$ cat src/rtl/fifo_mem_dma.sv
module fifo_mem_dma #(
  parameter int CNT_W    = 24,
  parameter int ADDR_W   = 24,
  parameter int DEPTH    = 16,
  parameter int GAP_CLKS = 4,
  parameter int TAIL     = 8,
  localparam int CW      = $clog2(DEPTH + 1)
) (
  input  logic              clk,
  input  logic              rst_n,
  input  logic              start,
  input  logic              dir_out,
  input  logic [CNT_W-1:0]  xfer_len,
  input  logic [ADDR_W-1:0] xfer_base,
  output logic              busy,
  output logic              done,
  output logic              irq,
  output logic [CNT_W-1:0]  count,
  output logic [CW-1:0]     residue,
  output logic              mem_req,
  input  logic              mem_ack_n,
  output logic              mem_we,
  output logic [ADDR_W-1:0] mem_addr,
  output logic [7:0]        mem_wdata,
  input  logic [7:0]        mem_rdata,
  input  logic              din_valid,
  output logic              din_ready,
  input  logic [7:0]        din_data,
  output logic              dout_valid,
  input  logic              dout_ready,
  output logic [7:0]        dout_data,
  input  logic              phase_err,
  output logic              dev_ack_hold
);
  localparam int PW = (DEPTH > 1) ? $clog2(DEPTH) : 1;
  localparam int GW = $clog2(GAP_CLKS + 1);

  typedef enum logic [1:0] {HS_IDLE, HS_REQ, HS_REL, HS_GAP} hs_e;

  hs_e               hs;
  logic [GW-1:0]     gcnt;
  logic              ack_m, ack_s;
  logic              dir_q, flush_q, abort_q;
  logic [CNT_W-1:0]  fetch_q;
  logic [7:0]        fifo_q [DEPTH];
  logic [PW-1:0]     wp, rp;
  logic [CW-1:0]     fcnt;

  wire full     = (fcnt == CW'(DEPTH));
  wire empty    = (fcnt == '0);
  wire quiet    = (hs == HS_IDLE) || (hs == HS_GAP);
  wire mem_done = (hs == HS_REQ) && !ack_s;
  wire dev_in   = din_valid && din_ready;
  wire dev_out  = dout_valid && dout_ready;
  wire push     = dir_q ? mem_done : dev_in;
  wire pop      = dir_q ? dev_out : mem_done;
  wire tail_ok  = (count > CNT_W'(TAIL)) || empty;
  wire go       = busy && (hs == HS_IDLE) &&
                  (dir_q ? (!abort_q && fetch_q != '0 && !full && tail_ok) : !empty);
  wire fin_ok   = busy && quiet && count == '0 &&
                  (dir_q ? !abort_q : (empty && !flush_q));
  wire err_end  = busy && quiet && (dir_q ? abort_q : (flush_q && empty));

  assign residue      = fcnt;
  assign mem_req      = (hs == HS_REQ);
  assign mem_we       = !dir_q;
  assign mem_wdata    = fifo_q[rp];
  assign dout_data    = fifo_q[rp];
  assign dout_valid   = busy && dir_q && !abort_q && !empty;
  assign din_ready    = busy && !dir_q && !flush_q && count != '0 && !full;
  assign dev_ack_hold = flush_q;

  always_ff @(posedge clk) begin
    if (!rst_n) {ack_s, ack_m} <= 2'b11;
    else        {ack_s, ack_m} <= {ack_m, mem_ack_n};
  end

  always_ff @(posedge clk) begin
    if (!rst_n) begin
      hs   <= HS_IDLE;
      gcnt <= '0;
    end else begin
      unique case (hs)
        HS_IDLE: if (go) hs <= HS_REQ;
        HS_REQ:  if (!ack_s) hs <= HS_REL;
        HS_REL:  if (ack_s) begin hs <= HS_GAP; gcnt <= '0; end
        HS_GAP:  if (gcnt == GW'(GAP_CLKS - 1)) hs <= HS_IDLE;
                 else gcnt <= gcnt + GW'(1);
        default: hs <= HS_IDLE;
      endcase
    end
  end

  always_ff @(posedge clk) begin
    if (!rst_n) begin
      busy <= 1'b0; dir_q <= 1'b0; flush_q <= 1'b0; abort_q <= 1'b0;
      count <= '0; fetch_q <= '0; mem_addr <= '0; done <= 1'b0; irq <= 1'b0;
    end else begin
      done <= 1'b0;
      irq  <= 1'b0;
      if (!busy && start) mem_addr <= xfer_base;
      else if (hs == HS_REL && ack_s) mem_addr <= mem_addr + ADDR_W'(1);
      if (!busy) begin
        if (start) begin
          busy <= 1'b1; dir_q <= dir_out; count <= xfer_len; fetch_q <= xfer_len;
          flush_q <= 1'b0; abort_q <= 1'b0;
        end
      end else if (fin_ok) begin
        busy <= 1'b0; done <= 1'b1;
      end else if (err_end) begin
        busy <= 1'b0; irq <= 1'b1; flush_q <= 1'b0; abort_q <= 1'b0;
      end else begin
        if (phase_err) begin
          if (dir_q) abort_q <= 1'b1;
          else       flush_q <= 1'b1;
        end
        if (dev_in || dev_out) count <= count - CNT_W'(1);
        if (dir_q && mem_done) fetch_q <= fetch_q - CNT_W'(1);
      end
    end
  end

  always_ff @(posedge clk) begin
    if (!rst_n || (!busy && start)) begin
      wp <= '0; rp <= '0; fcnt <= '0;
    end else begin
      if (push) wp <= (wp == PW'(DEPTH - 1)) ? '0 : wp + PW'(1);
      if (pop)  rp <= (rp == PW'(DEPTH - 1)) ? '0 : rp + PW'(1);
      fcnt <= fcnt + CW'(push) - CW'(pop);
    end
  end

  always_ff @(posedge clk) begin
    if (push) fifo_q[wp] <= dir_q ? mem_rdata : din_data;
  end
endmodule

$ cat config.mk
export PLATFORM = sky130hd
export DESIGN_NAME = fifo_mem_dma
export DESIGN_NICKNAME = d
export VERILOG_FILES = /design/src/rtl/fifo_mem_dma.sv
export SDC_FILE = /design/constraint.sdc
export NUM_CORES = 1
export LEC_CHECK = 0
export BUFFER_PORTS_ARGS = -buffer_cell sky130_fd_sc_hd__buf_2
export CORE_MARGIN = 1.5
export CORE_UTILIZATION = 46
export CTS_CLUSTER_DIAMETER = 40
export DETAILED_ROUTE_END_ITERATION = 6
export PLACE_DENSITY = 0.66
export SLEW_MARGIN = 15
export SYNTH_ARGS = -nofsm -noshare
export SYNTH_HDL_FRONTEND = slang
export SYNTH_SLANG_ARGS = --single-unit
$ cat constraint.sdc
create_clock -name clk -period 9.3 [get_ports clk]
set_input_delay 0.465 -clock clk [delete_from_list [all_inputs] [get_ports clk]]
set_output_delay 0.465 -clock clk [all_outputs]
set_load 0.1 [all_outputs]
# After elaboration in Yosys (flattened, before gate mapping)

Memory sizes are Yosys's and may differ from the RTL's. A register that Yosys moved wholly into a read port is not among the register bits.
Index checks and enable logic that the tools add are counted.
W data, S select, Z words.

Register bits: 98
Bits in writable memories: 128
Output and inout bits: 77
Word-level logic and storage cells: 148
Memories: 1

Memory list:

| memory | words | width | read ports | clocked after memory_dff | write ports | RTL line | text |
|---|---|---|---|---|---|---|---|
| fifo_q | 16    | 8     | 1          | 1                        | 1           | 45       | `logic [7:0] fifo_q [DEPTH];` |

$add $sub $neg: 8
$lt $le $gt $ge: 1
Equality and inequality tests: 19
Mux-type cells: 48
Bitwise operators: 2
Reductions and logical operators: 53

Operator list:

| operator                | number |
|---|---|
| $mux W24                | 11 |
| $reduce_bool A24 Y1     | 2 |
| $sub A24 B1 Y24 const B | 2 |
| $add A24 B1 Y24 const B | 1 |
| $gt A24 B4 Y1 const B   | 1 |
| $logic_and A1 B1 Y1     | 24 |
| $logic_not A24 Y1       | 1 |
| $mux W1                 | 24 |
| $reduce_and A4 Y1       | 5 |
| $mux W4                 | 4 |
| $ne A2 B2 Y1 const B    | 6 |
| $add A4 B1 Y4 const B   | 2 |
| $eq A4 B4 Y1 const B    | 2 |
| $logic_not A1 Y1        | 8 |
| $mux W2                 | 4 |
| $mux W8                 | 1 |
| $pmux W2 S4             | 1 |
| $mux W3                 | 2 |
| $ne A2 B1 Y1 const B    | 3 |
| $ne A3 B1 Y1 const B    | 2 |
| $pmux W3 S2             | 1 |
| $reduce_bool A2 Y1      | 3 |
| $add A5 B1 Y5           | 1 |
| $eq A5 B5 Y1 const B    | 1 |
| other kinds (13)        | 19 |

# Logic depth before layout (Yosys ltp)

Depth after elaboration: 11
Gate-level depth with buffers: 15

# Least setup slack after synthesis

Ideal clock, no wire load.

Kind: register to output
Start point: reg count[0]
End point: out din_ready
Arrival time: 4701 ps
Path slack: 4134 ps
Stages on the path, launching flop included: 7
Path through: dfxtp_1 inv_1 ha_1 or3b_2 nor4_1 and3_1 nor4_1

Longest elaborated chain between the ends: 3

RTL lines:

| item                             | RTL line | text |
|---|---|---|
| start: declaration               | 18       | `output logic [CNT_W-1:0] count,` |
| start signal: assignment         | 117      | `if (dev_in \|\| dev_out) count <= count - CNT_W'(1);` |
| $reduce_bool A24 Y1              | 70       | `assign din_ready = busy && !dir_q && !flush_q && count != '0 && !full;` |
| $logic_and A1 B1 Y1 (2 in a row) | 70       |  |
| end: declaration                 | 27       | `output logic din_ready,` |

Every way passes these cells.

# Worst setup path after layout

Start point: reg busy
End point: reg fcnt[4] (netlist: residue[4])

Longest elaborated chain between the ends: 8
Elaborated cells between the ends (all ways): 16
Classes of those cells: 2 x add/sub; 2 x mux; 12 x reduce/logical

RTL lines:

| item                             | RTL line | text |
|---|---|---|
| start: declaration               | 15       | `output logic busy,` |
| start signal: assignment         | 96       | `busy <= 1'b0; dir_q <= 1'b0; flush_q <= 1'b0; abort_q <= 1'b0;` |
| start signal: assignment         | 105      | `busy <= 1'b1; dir_q <= dir_out; count <= xfer_len; fetch_q <= xfer_len;` |
| start signal: assignment         | 109      | `busy <= 1'b0; done <= 1'b1;` |
| $logic_and A1 B1 Y1 (4 in a row) | 70       |  |
| $logic_and A1 B1 Y1              | 53       | `wire dev_in = din_valid && din_ready;` |
| $mux W1                          | 55       | `wire push = dir_q ? mem_done : dev_in;` |
| $add A5 B1 Y5                    | 129      | `fcnt <= fcnt + CW'(push) - CW'(pop);` |
| $sub A5 B1 Y5                    | 129      |  |
| end signal: assignment           | 129      |  |
| end: declaration                 | 47       | `logic [CW-1:0] fcnt;` |

Parallel ways exist; a longest one is shown, timed or not.
A chain may end at the register's enable or synchronous reset.

==> metrics.md <==
| Metric | Value |
|---|---|
| R2r setup slk | 5470 ps |
| DIE AREA | between 20,000 and 30,000 um2 |
| Number of antenna diodes | 0 |
| Hold Startpoint | mem_ack_n |
| Via density per instance | about 5.7 |
| Dpl hpwl | around 19,000 um |
| Final Cycle Share | 0.4118 |
| Switching power total | 1.081 mW |
| Initial DRC Count | between 600 and 700 |
| Most frequent cells in the layout | buf_2, edfxtp_1, dfxtp_1, nand2_1, nor2_1 |
| Distinct cells, synth | 73 |
| Primary FF master, synth | edfxtp_1 |
| Largest net degree at the start of global routing | 78 |
| CTS Buffer Depth | 3 |
| Area grow syn2layout | 17.82% |
| RSZ-0062 raised after global routing | false |
| Worst-path clk slew | 60 ps |
| WL/cell | ~19 um |
| CTS root buf | clkbuf_16 |
| Initial core utilization | 0.4707 |
| Nets | 1,205 |
| Critical R2R Launch | busy |
| Core Util, Final | 0.5546 |
| Register area | 5888 um2 |
| Gate power share | 0.238 |
| Total wire length | 28,060 um |
| I/O pins | 149 |
| Clock latency on the worst-skew pair | roughly 510 ps |
| Worst reg2reg path depth | 13 |
| Worst hold path class | primary input to flip-flop |
| Vias | 8,294 |
| Critical Path RT | 9740 ps |
| Max-Cap Viols | 0 |
| Initial antenna violation count | 0 |
| Worst Max-Slew Pin Slew | 946.6 ps |
| Ys Warns | 0 |
| Vias in the first global route | 8,079 |
| Number of flops mapped to enable cells by yosys | 128 |
| Area of the multi-input gates | 4753 um2 |
| Post-route setup slack | 5471 ps |
| Post-synthesis cell area | 11,080 um2 |
| Core box area | 23,540 um2 |
| Max IR drop VDD | about 0.14 mV |
| Final setup fails | 0 |
| Filler cells | around 2,100 |
| Critical path arrival | around 4300 ps |
| Worst Hold Path EP | ack_m |
| CTS sink count | 230 |
| Syn nets | 1,075 |
| Register area share after synthesis | 0.5311 |
| Fmax | 0.2611 GHz |
| TNS Setup | 0 ps |
| Clock buffer count from CTS | 34 |
| WHS Path Cells | 2 |
| Site Rows | 56 |
| Final hold violations | 0 |
| Setup Fix Bufs, Post-CTS | 0 |
| Yosys reg bits | 230 |
| Gr usage total | 0.2273 |
| Status | finished, final reports clean |
| GP Congestion | around 0.87 |
| H-tree levels | 2 |
| Worst slew margin | 0.3601 |
| IO Port Bufs | ~150 |
| Ys async rst share | 0 |
| 1st-pass router iterations | 5 |
| First-pass GRT wire length | between 40,000 and 50,000 um |
| Pwr/cell area | 238.2 nW/um2 |
| Clk pwr share | 0.384 |
| Post-DRT Antenna Nets | 0 |
| Share of cells above drive strength 1 | 0.2531 |
| Layout Skew | approximately 26 ps |
| Int Pwr | ~2.0 mW |
| R2r endpoint | residue[4] |
| Min Tclk post-route | approximately 3800 ps |
| Post-place setup slack | 5537 ps |
| Leading cell type in the layout, fill and taps excluded | buf_2 |
| DRC | 0 |
| Worst setup EP type | flip-flop |
| # hold bufs at CTS | 0 |
| CTS tree | built |
| Syn Area/Cell | ~11 um2 |
| DIE HEIGHT | 158.2 um |
| Worst-path maximum fanout | 77 |
| Switching portion of total power | 0.3478 |
| Post-cts resize count | 0 |
| Leakage | 4.781 nW |
| Slew Limit Fails | 0 |
| Setup CP Type | flip-flop to flip-flop |
| Chip width | about 160 um |
| GR Overflow Total | 0 |
| CP startpoint kind | flip-flop |
| Sequential Power Share | 0.378 |
| Total Power | 3.109 mW |
| Post-Syn Instances | 980 |
-- cell usage after synthesis (all sizes together) (5+ instances only) --
cell / number / area [um2]
o31a: 8 / 78.83
mux2: 8 / 90.09
nor2b: 11 / 68.82
nor4: 12 / 108.9
a31oi: 11 / 68.82
dfxtp: 102 / 2042
mux4: 40 / 900.9
o22ai: 11 / 68.82
or3: 10 / 62.56
nand2: 90 / 337.8
mux2i: 8 / 80.08
o31ai: 11 / 82.58
nand3: 22 / 110.1
and3: 18 / 112.6
o211ai: 7 / 52.55
nand2b: 15 / 93.84
or2: 5 / 31.28
nor3: 23 / 120.1
buf: 29 / 182.7
xnor2: 10 / 87.58
a21o: 5 / 37.54
xor2: 16 / 140.1
or4: 8 / 60.06
o21ai: 37 / 185.2
ha: 22 / 275.3
o32ai: 16 / 155.2
edfxtp: 128 / 3844
a211oi: 22 / 165.2
inv: 35 / 131.4
nor2: 84 / 315.3
clkbuf: 35 / 131.4
nand4: 12 / 81.33
a21oi: 59 / 295.3
-- state kept, by name, summed over array words and instances, names as in the netlist, named ones only --
| name | count |
|---|---|
| irq | 1 |
| hs | 2 |
| dir_q | 1 |
| done | 1 |
| fetch_q | 24 |
| abort_q | 1 |
| mem_addr | 24 |
| wp | 4 |
| ack_s | 1 |
| residue | 5 |
| ack_m | 1 |
| dev_ack_hold | 1 |
| count | 24 |
| gcnt | 3 |
| rp | 4 |
| fifo_q | 128 |
| busy | 1 |
-- worst max path at each step --
stage,startpoint,end,slack (ps),cells after the start
floorplan,count[0],din_ready,4130,6
global placement,count[0],residue[4],5630,13
detailed placement,busy,residue[4],5540,13
CTS,busy,residue[4],5520,13
global route,busy,residue[4],5310,13
finish,busy,residue[4],5470,13
-- per-layer routing --
metal | routed length [um] | part of all wire | vias to the layer above | global-route usage
met5 | 0 | 0 | - | 0
met2 | 13320 | 0.47 | 322 | 0.3766
met3 | 2133 | 0.076 | 47 | 0.04927
met1 | 11980 | 0.43 | 3965 | 0.2974
met4 | 617 | 0.022 | 0 | 0.07076
li1 | - | - | 3960 | -
-- worst max-delay path, stage by stage (launching register included) --
cell      delay [ps]
dfxtp_2          310
buf_4            600
nand2b_1         230
nor4b_1          450
o31a_4           280
nor2_1           180
ha_1             330
inv_1             40
ha_1             190
fa_1             400
a21oi_1          160
nor2_1            60
or3_1            340
a21oi_1          140
-- logic make-up after synthesis --
kind of cell | share of synthesized area
compound gates | 0.1301
xor+xnor | 0.02055
fa+ha+maj | 0.02665
buf+inv | 0.04019
flops | 0.5311
mux | 0.09665
simple gates | 0.1548
-- layout make-up --
| cell class | count | area share |
|---|---|---|
| sequential | 230 | 0.4510 |
| multi-input combinational | 651 | 0.3641 |
| clock buffer | 39 | 0.06977 |
| timing repair buffer | 158 | 0.06248 |
| tap | 319 | 0.03057 |
| clock inverter | 21 | 0.01207 |
| inverter | 35 | 0.01006 |
-- power groups by stage --
stage	combinational [mW]	clock (mW)	sequential, mW
3_5_place_dp	0.735	0	1.19
2_1_floorplan	0.404	0	1.38
6_report	0.741	1.19	1.17
3_3_place_gp	0.734	0	1.19
4_1_cts	0.738	1.21	1.17
5_1_grt	0.792	1.26	1.18
-- stage by stage --
stage	cells	hold slack (ps)	cell area [um2]
6_report	1453	161.2	13060
5_1_grt	1453	153.8	13060
4_1_cts	1453	146.1	13060
3_5_place_dp	1393	391.4	11990
3_3_place_gp	1393	397.8	11990
2_1_floorplan	980	386.3	11080
(Power assumes the default switching activity.)
